--- config.mk ---
export PLATFORM = sky130hd
export DESIGN_NAME = vswr_guard
export DESIGN_NICKNAME = d
export VERILOG_FILES = /design/src/rtl/vswr_guard_pkg.sv /design/src/rtl/vswr_sync.sv /design/src/rtl/vswr_prio.sv /design/src/rtl/vswr_stretch.sv /design/src/rtl/vswr_swap.sv /design/src/rtl/vswr_guard.sv
export SDC_FILE = /design/constraint.sdc
export NUM_CORES = 1
export LEC_CHECK = 0
export ABC_AREA = 1
export BUFFER_PORTS_ARGS = -buffer_cell sky130_fd_sc_hd__buf_2
export CAP_MARGIN = 20
export CORE_MARGIN = 4
export CORE_UTILIZATION = 48
export CTS_CLUSTER_SIZE = 8
export DETAILED_ROUTE_END_ITERATION = 6
export GPL_TIMING_DRIVEN = 0
export PLACE_DENSITY = 0.72
export SETUP_SLACK_MARGIN = 0.4
export SYNTH_ARGS = -nofsm -noshare
export SYNTH_HDL_FRONTEND = slang
export SYNTH_SLANG_ARGS = --single-unit
--- constraint.sdc ---
create_clock -name clk -period 1.75 [get_ports clk]
set_clock_uncertainty 0.1 [all_clocks]
set_input_delay 0.0875 -clock clk [delete_from_list [all_inputs] [get_ports clk]]
set_output_delay 0.0875 -clock clk [all_outputs]
set_load 0.1 [all_outputs]
--- src/rtl/vswr_guard_pkg.sv ---
package vswr_guard_pkg;

    typedef enum logic {
        STR_IDLE,
        STR_HOLD
    } str_state_e;

    typedef enum logic [1:0] {
        SW_IDLE,
        SW_PULSE,
        SW_HOLDOFF
    } swap_state_e;

    localparam int NUM_CHAN = 2;
    localparam int CH_FILT  = 0;
    localparam int CH_ANT   = 1;

    function automatic int cnt_width(input int n);
        return (n < 2) ? 1 : $clog2(n);
    endfunction

endpackage

--- src/rtl/vswr_sync.sv ---
module vswr_sync #(
    parameter int         WIDTH   = 1,
    parameter int         STAGES  = 2,
    parameter logic       RST_VAL = 1'b1
) (
    input  logic             clk,
    input  logic             rst_n,
    input  logic [WIDTH-1:0] d,
    output logic [WIDTH-1:0] q
);

    logic [WIDTH-1:0] stage [STAGES];

    always_ff @(posedge clk or negedge rst_n) begin
        if (!rst_n) begin
            for (int i = 0; i < STAGES; i++) begin
                stage[i] <= {WIDTH{RST_VAL}};
            end
        end else begin
            stage[0] <= d;
            for (int i = 1; i < STAGES; i++) begin
                stage[i] <= stage[i-1];
            end
        end
    end

    assign q = stage[STAGES-1];

endmodule

--- src/rtl/vswr_prio.sv ---
module vswr_prio (
    input  logic clk,
    input  logic rst_n,
    input  logic filt_hit,
    input  logic ant_hit,
    output logic filt_valid,
    output logic ant_valid
);

    logic coincide;

    // Coincidence detect; the antenna path goes through the same
    // register stage so both channels stay aligned with no glitch.
    always_comb begin
        coincide = filt_hit & ant_hit;
    end

    always_ff @(posedge clk or negedge rst_n) begin
        if (!rst_n) begin
            filt_valid <= 1'b0;
            ant_valid  <= 1'b0;
        end else begin
            filt_valid <= filt_hit & ~coincide;
            ant_valid  <= ant_hit;
        end
    end

    // the two reported faults are never both active
    p_exclusive_r3: assert property (@(posedge clk) disable iff (!rst_n)
        !(filt_valid && ant_valid));

endmodule

--- src/rtl/vswr_stretch.sv ---
module vswr_stretch
    import vswr_guard_pkg::*;
#(
    parameter int LEN = 50_000_000
) (
    input  logic clk,
    input  logic rst_n,
    input  logic trig,
    input  logic enable,
    output logic pulse,
    output logic pulse_n
);

    localparam int          CW     = cnt_width(LEN);
    localparam logic [CW-1:0] RELOAD = CW'(LEN - 1);

    str_state_e    state, state_nx;
    logic [CW-1:0] cnt, cnt_nx;
    logic          trig_q;
    logic          rise;

    assign rise = trig & ~trig_q;

    // state register
    always_ff @(posedge clk or negedge rst_n) begin
        if (!rst_n) begin
            state  <= STR_IDLE;
            cnt    <= '0;
            trig_q <= 1'b0;
        end else begin
            state  <= state_nx;
            cnt    <= cnt_nx;
            trig_q <= trig;
        end
    end

    // next state
    always_comb begin
        state_nx = state;
        cnt_nx   = cnt;
        if (!enable) begin
            state_nx = STR_IDLE;           // inhibit
            cnt_nx   = '0;
        end else begin
            unique case (state)
                STR_IDLE: begin
                    if (rise) begin        // arm
                        state_nx = STR_HOLD;
                        cnt_nx   = RELOAD;
                    end
                end
                STR_HOLD: begin
                    if (rise) begin        // restart
                        cnt_nx = RELOAD;
                    end else if (cnt == '0) begin
                        state_nx = STR_IDLE;   // expire
                    end else begin
                        cnt_nx = cnt - 1'b1;
                    end
                end
                default: state_nx = STR_IDLE;
            endcase
        end
    end

    // outputs
    always_comb begin
        pulse   = (state == STR_HOLD);
        pulse_n = ~pulse;
    end

    // pulse holds while time remains
    p_hold_len_r6: assert property (@(posedge clk) disable iff (!rst_n)
        (state == STR_HOLD && cnt != '0 && enable) |=> pulse);

    // a new edge reloads the whole interval
    p_restart_r7: assert property (@(posedge clk) disable iff (!rst_n)
        (rise && enable) |=> (pulse && cnt == RELOAD));

    // supply fault clears and blocks the one-shot
    p_inhibit_r8: assert property (@(posedge clk) disable iff (!rst_n)
        (!enable) |=> !pulse);

    // a steady level never arms an idle one-shot
    p_level_r9: assert property (@(posedge clk) disable iff (!rst_n)
        (state == STR_IDLE && trig && trig_q) |=> !pulse);

endmodule

--- src/rtl/vswr_swap.sv ---
module vswr_swap
    import vswr_guard_pkg::*;
#(
    parameter int LEN = 1_000_000
) (
    input  logic clk,
    input  logic rst_n,
    input  logic fault,
    output logic pulse
);

    localparam int            CW     = cnt_width(LEN);
    localparam logic [CW-1:0] RELOAD = CW'(LEN - 1);

    swap_state_e   state, state_nx;
    logic [CW-1:0] cnt, cnt_nx;

    // state register
    always_ff @(posedge clk or negedge rst_n) begin
        if (!rst_n) begin
            state <= SW_IDLE;
            cnt   <= '0;
        end else begin
            state <= state_nx;
            cnt   <= cnt_nx;
        end
    end

    // next state
    always_comb begin
        state_nx = state;
        cnt_nx   = cnt;
        unique case (state)
            SW_IDLE: begin
                if (fault) begin           // fire
                    state_nx = SW_PULSE;
                    cnt_nx   = RELOAD;
                end
            end
            SW_PULSE: begin
                if (cnt == '0) begin
                    state_nx = SW_HOLDOFF; // done
                end else begin
                    cnt_nx = cnt - 1'b1;
                end
            end
            SW_HOLDOFF: begin
                if (!fault) begin
                    state_nx = SW_IDLE;    // clear
                end
            end
            default: state_nx = SW_IDLE;
        endcase
    end

    // outputs
    always_comb begin
        pulse = (state == SW_PULSE);
    end

    // pulse width held while time remains
    p_width_r5: assert property (@(posedge clk) disable iff (!rst_n)
        (state == SW_PULSE && cnt != '0) |=> pulse);

    // no second pulse while the same fault is held
    p_once_r5: assert property (@(posedge clk) disable iff (!rst_n)
        (state == SW_HOLDOFF && fault) |=> !pulse);

endmodule

--- src/rtl/vswr_guard.sv ---
module vswr_guard
    import vswr_guard_pkg::*;
#(
    parameter int STRETCH_CYC = 50_000_000,
    parameter int SWAP_CYC    = 1_000_000,
    parameter int SYNC_STAGES = 2
) (
    input  logic clk,
    input  logic rst_n,
    input  logic filt_trip_n,
    input  logic ant_trip_n,
    input  logic supply_fault_n,
    output logic trip_any_n,
    output logic pa_off,
    output logic swap_pulse,
    output logic filt_stat,
    output logic filt_stat_n,
    output logic ant_stat,
    output logic ant_stat_n
);

    logic [2:0]          raw_n, sync_n;
    logic                filt_valid, ant_valid;
    logic                supply_ok;
    logic                any_fault;
    logic [NUM_CHAN-1:0] chan_valid, stat, stat_n;

    assign raw_n = {supply_fault_n, ant_trip_n, filt_trip_n};

    vswr_sync #(
        .WIDTH   (3),
        .STAGES  (SYNC_STAGES),
        .RST_VAL (1'b1)
    ) u_sync (
        .clk   (clk),
        .rst_n (rst_n),
        .d     (raw_n),
        .q     (sync_n)
    );

    assign supply_ok = sync_n[2];

    vswr_prio u_prio (
        .clk        (clk),
        .rst_n      (rst_n),
        .filt_hit   (~sync_n[0]),
        .ant_hit    (~sync_n[1]),
        .filt_valid (filt_valid),
        .ant_valid  (ant_valid)
    );

    assign chan_valid[CH_FILT] = filt_valid;
    assign chan_valid[CH_ANT]  = ant_valid;

    always_comb begin
        any_fault  = |chan_valid;
        trip_any_n = ~any_fault;
        pa_off     = any_fault;
    end

    vswr_swap #(
        .LEN (SWAP_CYC)
    ) u_swap (
        .clk   (clk),
        .rst_n (rst_n),
        .fault (any_fault),
        .pulse (swap_pulse)
    );

    for (genvar ch = 0; ch < NUM_CHAN; ch++) begin : g_chan
        vswr_stretch #(
            .LEN (STRETCH_CYC)
        ) u_stretch (
            .clk     (clk),
            .rst_n   (rst_n),
            .trig    (chan_valid[ch]),
            .enable  (supply_ok),
            .pulse   (stat[ch]),
            .pulse_n (stat_n[ch])
        );
    end

    assign filt_stat   = stat[CH_FILT];
    assign filt_stat_n = stat_n[CH_FILT];
    assign ant_stat    = stat[CH_ANT];
    assign ant_stat_n  = stat_n[CH_ANT];

    // combined strobe and shutdown output always agree
    p_strobe_pair_r2: assert property (@(posedge clk) disable iff (!rst_n)
        pa_off != trip_any_n);

    // switch-over only follows a present fault
    p_swap_follows_r5: assert property (@(posedge clk) disable iff (!rst_n)
        $rose(swap_pulse) |-> $past(!trip_any_n));

endmodule

# Word-level counts from Yosys, hierarchy flattened
# Index checks and enable logic that the tools add are counted.
[op_classes]
n_addsub = 3
eq_ne = 10
mux = 27
n_bitwise = 12
reduce_logical = 10
[ops]
columns = ["operator", "n"]
rows = [
  ["2-to-1 mux 26 bit", 8],
  ["case mux 26 bit (2 select lines)", 2],
  ["zero test 26 bit", 2],
  ["subtractor 26 x 1 -> 26 bit (second input constant)", 2],
  ["2-to-1 mux 20 bit", 2],
  ["case mux 20 bit (2 select lines)", 1],
  ["zero test 20 bit", 1],
  ["subtractor 20 x 1 -> 20 bit (second input constant)", 1],
  ["2-to-1 mux 1 bit", 8],
  ["inequality test 4 bit (second input constant)", 2],
  ["NOT 1 bit", 8],
  ["2-to-1 mux 2 bit", 3],
  ["inequality test 3 x 2 -> 1 bit (second input constant)", 2],
  ["case mux 2 bit (3 select lines)", 1],
  ["AND reduction 3 bit", 2],
  ["AND 1 bit", 4],
  ["inequality test 2 x 1 -> 1 bit (second input constant)", 2],
  ["inequality test 2 bit (second input constant)", 2],
  ["case mux 1 bit (2 select lines)", 2],
  ["AND reduction 2 bit", 2],
  ["== test 2 x 1 -> 1 bit (second input constant)", 1],
  ["== test 2 bit (second input constant)", 1],
  ["zero test 2 bit", 1],
  ["nonzero test 2 bit", 1],
  ["OR reduction 2 bit", 1],
]
[totals]
regBits = 86
inputBits = 5
output_inout_bits = 7
word_cells = 74

# Depth between registers and ports, before layout
[logic_depth]
depth_word = 5
depth_mapped = 11
ltp_nobuf = 11

# Modules after synthesis
# A second synthesis with hierarchy kept.
[hier_totals]
hier_cells = 816
area_unflattened_um2 = 5755.5
[by_module_without_submodules]
columns = ["mod", "n_inst", "cells_each", "area_each_um2", "seq_area_each_um2"]
rows = [
  ["vswr_stretch", 2, 285, 1988.2, 700.7],
  ["vswr_swap", 1, 227, 1516.5, 550.5],
  ["vswr_sync", 1, 9, 180.2, 157.7],
  ["vswr_prio", 1, 4, 60.1, 50.0],
  ["vswr_guard", 1, 6, 22.5, 0.0],
]

# Least setup slack after synthesis
# Ideal clock, no wire load.
[synth_path]
path_type = "register to register"
start = "register u_prio.ant_valid"
end = "register u_swap.cnt[10]"
setup_ps = 65
arrival_time_ps = 3514
t_required_ps = 1585
setup_slack_ps = -1929
path_stages_with_launch = 7
n_path_buf = 1
synth_period_minus_slack_ps = 3679
path_cell_list = "dfrtp_1 -> nor2_1 -> inv_1 -> o21ai_2 -> buf_2 -> nand2_1 -> nand2_1"
[synth_via]
elab_chain_len = 3
[synth_lines]
columns = ["item", "line_no", "rtl"]
rows = [
  ["from (decl)", "vswr_prio.sv:7", "output logic ant_valid"],
  ["from (signal assigned)", "vswr_prio.sv:24", "ant_valid <= ant_hit;"],
  ["OR reduction 2 bit", "vswr_guard.sv:56", "any_fault = |chan_valid;"],
  ["named net pa_off", "vswr_guard.sv:14", "output logic pa_off,"],
  ["inequality test 2 x 1 -> 1 bit (no line)", "-", ""],
  ["AND reduction 3 bit (no line)", "-", ""],
  ["to (signal assigned)", "vswr_swap.sv:25", "cnt <= cnt_nx;"],
  ["to (decl)", "vswr_swap.sv:16", "logic [CW-1:0] cnt, cnt_nx;"],
]
# The timed path passes the listed nets, and every way through them passes these cells.
# A chain may end at the register's enable or synchronous reset.

# Worst setup path in the final report
[layout_path]
start = "register g_chan[1].u_stretch.cnt[14]"
end = "register g_chan[1].u_stretch.cnt[5]"
[layout_via]
elab_chain_len = 3
[layout_lines]
columns = ["item", "line_no", "rtl"]
rows = [
  ["from (decl)", "vswr_stretch.sv:18", "logic [CW-1:0] cnt, cnt_nx;"],
  ["from (signal assigned)", "vswr_stretch.sv:32", "cnt <= cnt_nx;"],
  ["zero test 26 bit", "vswr_stretch.sv:55", "end else if (cnt == '0) begin"],
  ["inequality test 4 bit (no line)", "-", ""],
  ["AND reduction 2 bit (no line)", "-", ""],
]
# Every way passes these cells.

==> qor.txt <==
FF+latch count, synth: 86
CTS sink count: 86
Starting Density: 49.8%
WP data arrival: 2130 ps
CTS Buf Count: 9
Tightest Pin Transition: 498 ps
Bufs on Longest Clock Path: 2
grt total ovfl: 0
delay-heaviest family, CP: simple AND/OR/NAND/NOR gates
Sequential Area: 2180 um2
Buffers on Ports: 11
GP Congestion: 0.936
Leak: 3.69 nW
EDFF count, synth: 0
Reg clk slew, reported paths: 100 ps
sw power: 2.05 mW
Hold WS: 102 ps
CP most frequent cell: nand2_2
Fillers: 651
most frequent cells in the layout: nand2_1 (177), buf_4 (97), nand2_2 (80), nor2_1 (67), dfrtp_1 (64)
total power: 5.83 mW
die width: 112 um
core area: 10400 um2
Max Cap Violations: 0
area share of the largest cell type after synthesis: 38.6%
# IOs: 12
mean area per synthesized cell: 6.84 um2
Final WS setup: -204 ps
vias in the first global route: 5675
row cnt: 37
clk root buf: clkbuf_8
VDD IR max: 0.652 mV
htree depth: 3
Synth-to-Final Area Change: 49.1%
max incr delay on CP: 430 ps
net switching fraction of the power: 35.1%
Bufs and invs on worst path: 2
status: finished, violations left
# nets final: 913
hold crit path type: in2async
Worst Setup Start Kind: flip-flop
Power Density: 754 nW/um2
layout cells sized above 1: 43.7%
first-pass GRT wire length: 25.8 mm
Setup crit end kind: flip-flop
worst skew pair latency: 380 ps
Clk pwr share: 31.0%
area leader, netlist: dfrtp_1
Worst EP required: 1920 ps
pre-CTS setup slack: -345 ps
non-filler instance count after layout: 1045
RSZ-0062 raised after global routing: yes
area of the multi-input gates: 3440 um2
Int Power: 3.78 mW
part of the power in registers: 38.6%
Wirelength per Cell: 16.7 um
ys flop type: dfrtp_1
Syn. warnings: 0
Hold Vio Cnt, Final: 0
die area: 12500 um2
dpl cells: 906
post-synth cell types: 36
critical path type: reg2reg
post-synthesis sequential area ratio: 41.7%
Synth Cell Area: 5180 um2
routed via count: 6002
Rel. slew slack: 66.8%
CTS tree: done
asr flop ratio synth: 100%
pin count of the biggest net entering global routing: 55
HPWL Detailed: 8.70 mm
commonest non-fill, non-tap cell in the layout: nand2_1
worst-path fanout max: 5
failing checks: DRC, setup timing
post-synthesis instance total: 758
Ant. Diodes: 0
routed vias/inst: 5.74
syn nets: 767
post-route ant nets: 0
Final Setup Violations: 71
1st-iter DRT viols: 847
final worst-path cycle share: 112%
DRC viols: 1
Gate power share: 30.4%
Critical Path Slowest Stage Cell: dfrtp_1
Die Y: 112 um
FMAX: 512 MHz
drt total wl: 17.4 mm
critical path, cell by cell: nor2_4, nand2_1, nor2_2, nand2_2, o21ai_4, buf_6, a21oi_4, buf_4, nand2_2, o21ai_2
min Tclk post-route: 1950 ps
DRT Pass-1 Iters: 7
Slew Viols, Final: 0
Synth area leaders: dfrtp_1 (39%), nand2_1 (19%), nor2_1 (8.3%)
initial antenna violation count: 0
total global-route track usage: 25.1%
==> area by class of cell <==
cell class,instances,area share [%]
tap,136,2.20
timing repair buffer,135,15.9
buffer,13,1.96
clock buffer,9,1.60
inverter,75,3.82
clock inverter,7,1.65
sequential,86,28.3
multi-input combinational,584,44.6
==> worst register-to-register path: cells and delay by family (launching register included) <==
family / cells / cell delay, ps
buf+inv: 2 / 320
flops: 1 / 430
compound gates: 3 / 360
simple gates: 5 / 640
==> through the flow <==
| stage | setup TNS (ps) | util (%) | instance area [um2] |
|---|---|---|---|
| finish | -8230 | 74.2 | 7730 |
| global route | -12720 | 74.2 | 7730 |
| CTS | -1260 | 68.7 | 7160 |
| detailed placement | -10080 | 54.5 | 5680 |
| global placement | -30140 | 54.3 | 5650 |
| floorplan | -26230 | - | 5430 |
==> logic make-up (layout without fill, tap and decap cells) <==
group,after synthesis,after routing,synth area share (%)
AOI/OAI and AO/OA,73,73,7.82
xor gates and xnor gates,18,18,3.04
adders and majority gates,4,4,0.966
buffers and inverters,88,239,6.98
DFF,86,86,41.7
and+or+nand+nor,489,489,39.5
==> worst paths after layout <==
path | startpoint | to | slack (ps) | cells after the start
worst max register to register | g_chan[1].u_stretch.cnt[14]$_DFFE_PN0P_ | g_chan[1].u_stretch.cnt[5]$_DFFE_PN0P_ | -200 | 10
worst min-delay path | rst_n | g_chan[0].u_stretch.cnt[23]$_DFFE_PN0P_ | 100 | 2
worst max-delay path | g_chan[1].u_stretch.cnt[14]$_DFFE_PN0P_ | g_chan[1].u_stretch.cnt[5]$_DFFE_PN0P_ | -200 | 10
worst min register to register | u_sync.stage[4]$_DFF_PN1_ | u_sync.q[1]$_DFF_PN1_ | 260 | 0
min in group clk | filt_trip_n | u_sync.stage[3]$_DFF_PN1_ | 250 | 2
max in group asynchronous | rst_n | u_sync.stage[4]$_DFF_PN1_ | 760 | 3
==> power groups by stage <==
stage | combinational (mW) | clock (mW) | sequential (mW)
2_1_floorplan | 0.853 | 0 | 2.26
3_3_place_gp | 1.09 | 0 | 2.26
3_5_place_dp | 1.12 | 0 | 2.27
4_1_cts | 1.48 | 1.82 | 2.24
5_1_grt | 1.91 | 1.91 | 2.26
6_report | 1.77 | 1.81 | 2.25
==> flip-flops by register name, summed over array words and instances (netlist names) <==
register                 cells
u_prio.filt_valid            1
g_chan.u_stretch.pulse       2
u_swap.cnt                  20
u_prio.ant_valid             1
u_swap.state                 2
u_sync.stage                 3
u_sync.q                     3
g_chan.u_stretch.trig_q      2
g_chan.u_stretch.cnt        52
==> layer usage <==
metal  wire, um  GRT usage, %  share of wire, %  vias up
met3       1210          4.84               6.9      112
met5          0             0                 0        -
li1           -             -                 -     2705
met2       8210          40.9                47      345
met1       7070          30.7                41     2840
met4        924          15.4               5.3        0
==> synthesized netlist by cell type, types with 8 or more instances <==
library cell	count
nand2_1	263
nor2_1	115
dfrtp_1	80
inv_1	73
nand3_1	67
o21ai_0	45
nand4_1	16
xor2_1	11
a21oi_1	10
or2_2	8
==> timing repair <==
action | 4_1_cts | 5_1_grt
gates cloned | 8 | 1
setup buffers | 75 | 35
resized for setup | 173 | 102
pin swaps | 60 | 52
endpoints found under the setup margin | 83 | 81
endpoints found under the hold margin | 83 | 0
hold buffers | 4 | 0
Note: power is estimated with default switching activity, not from simulation.
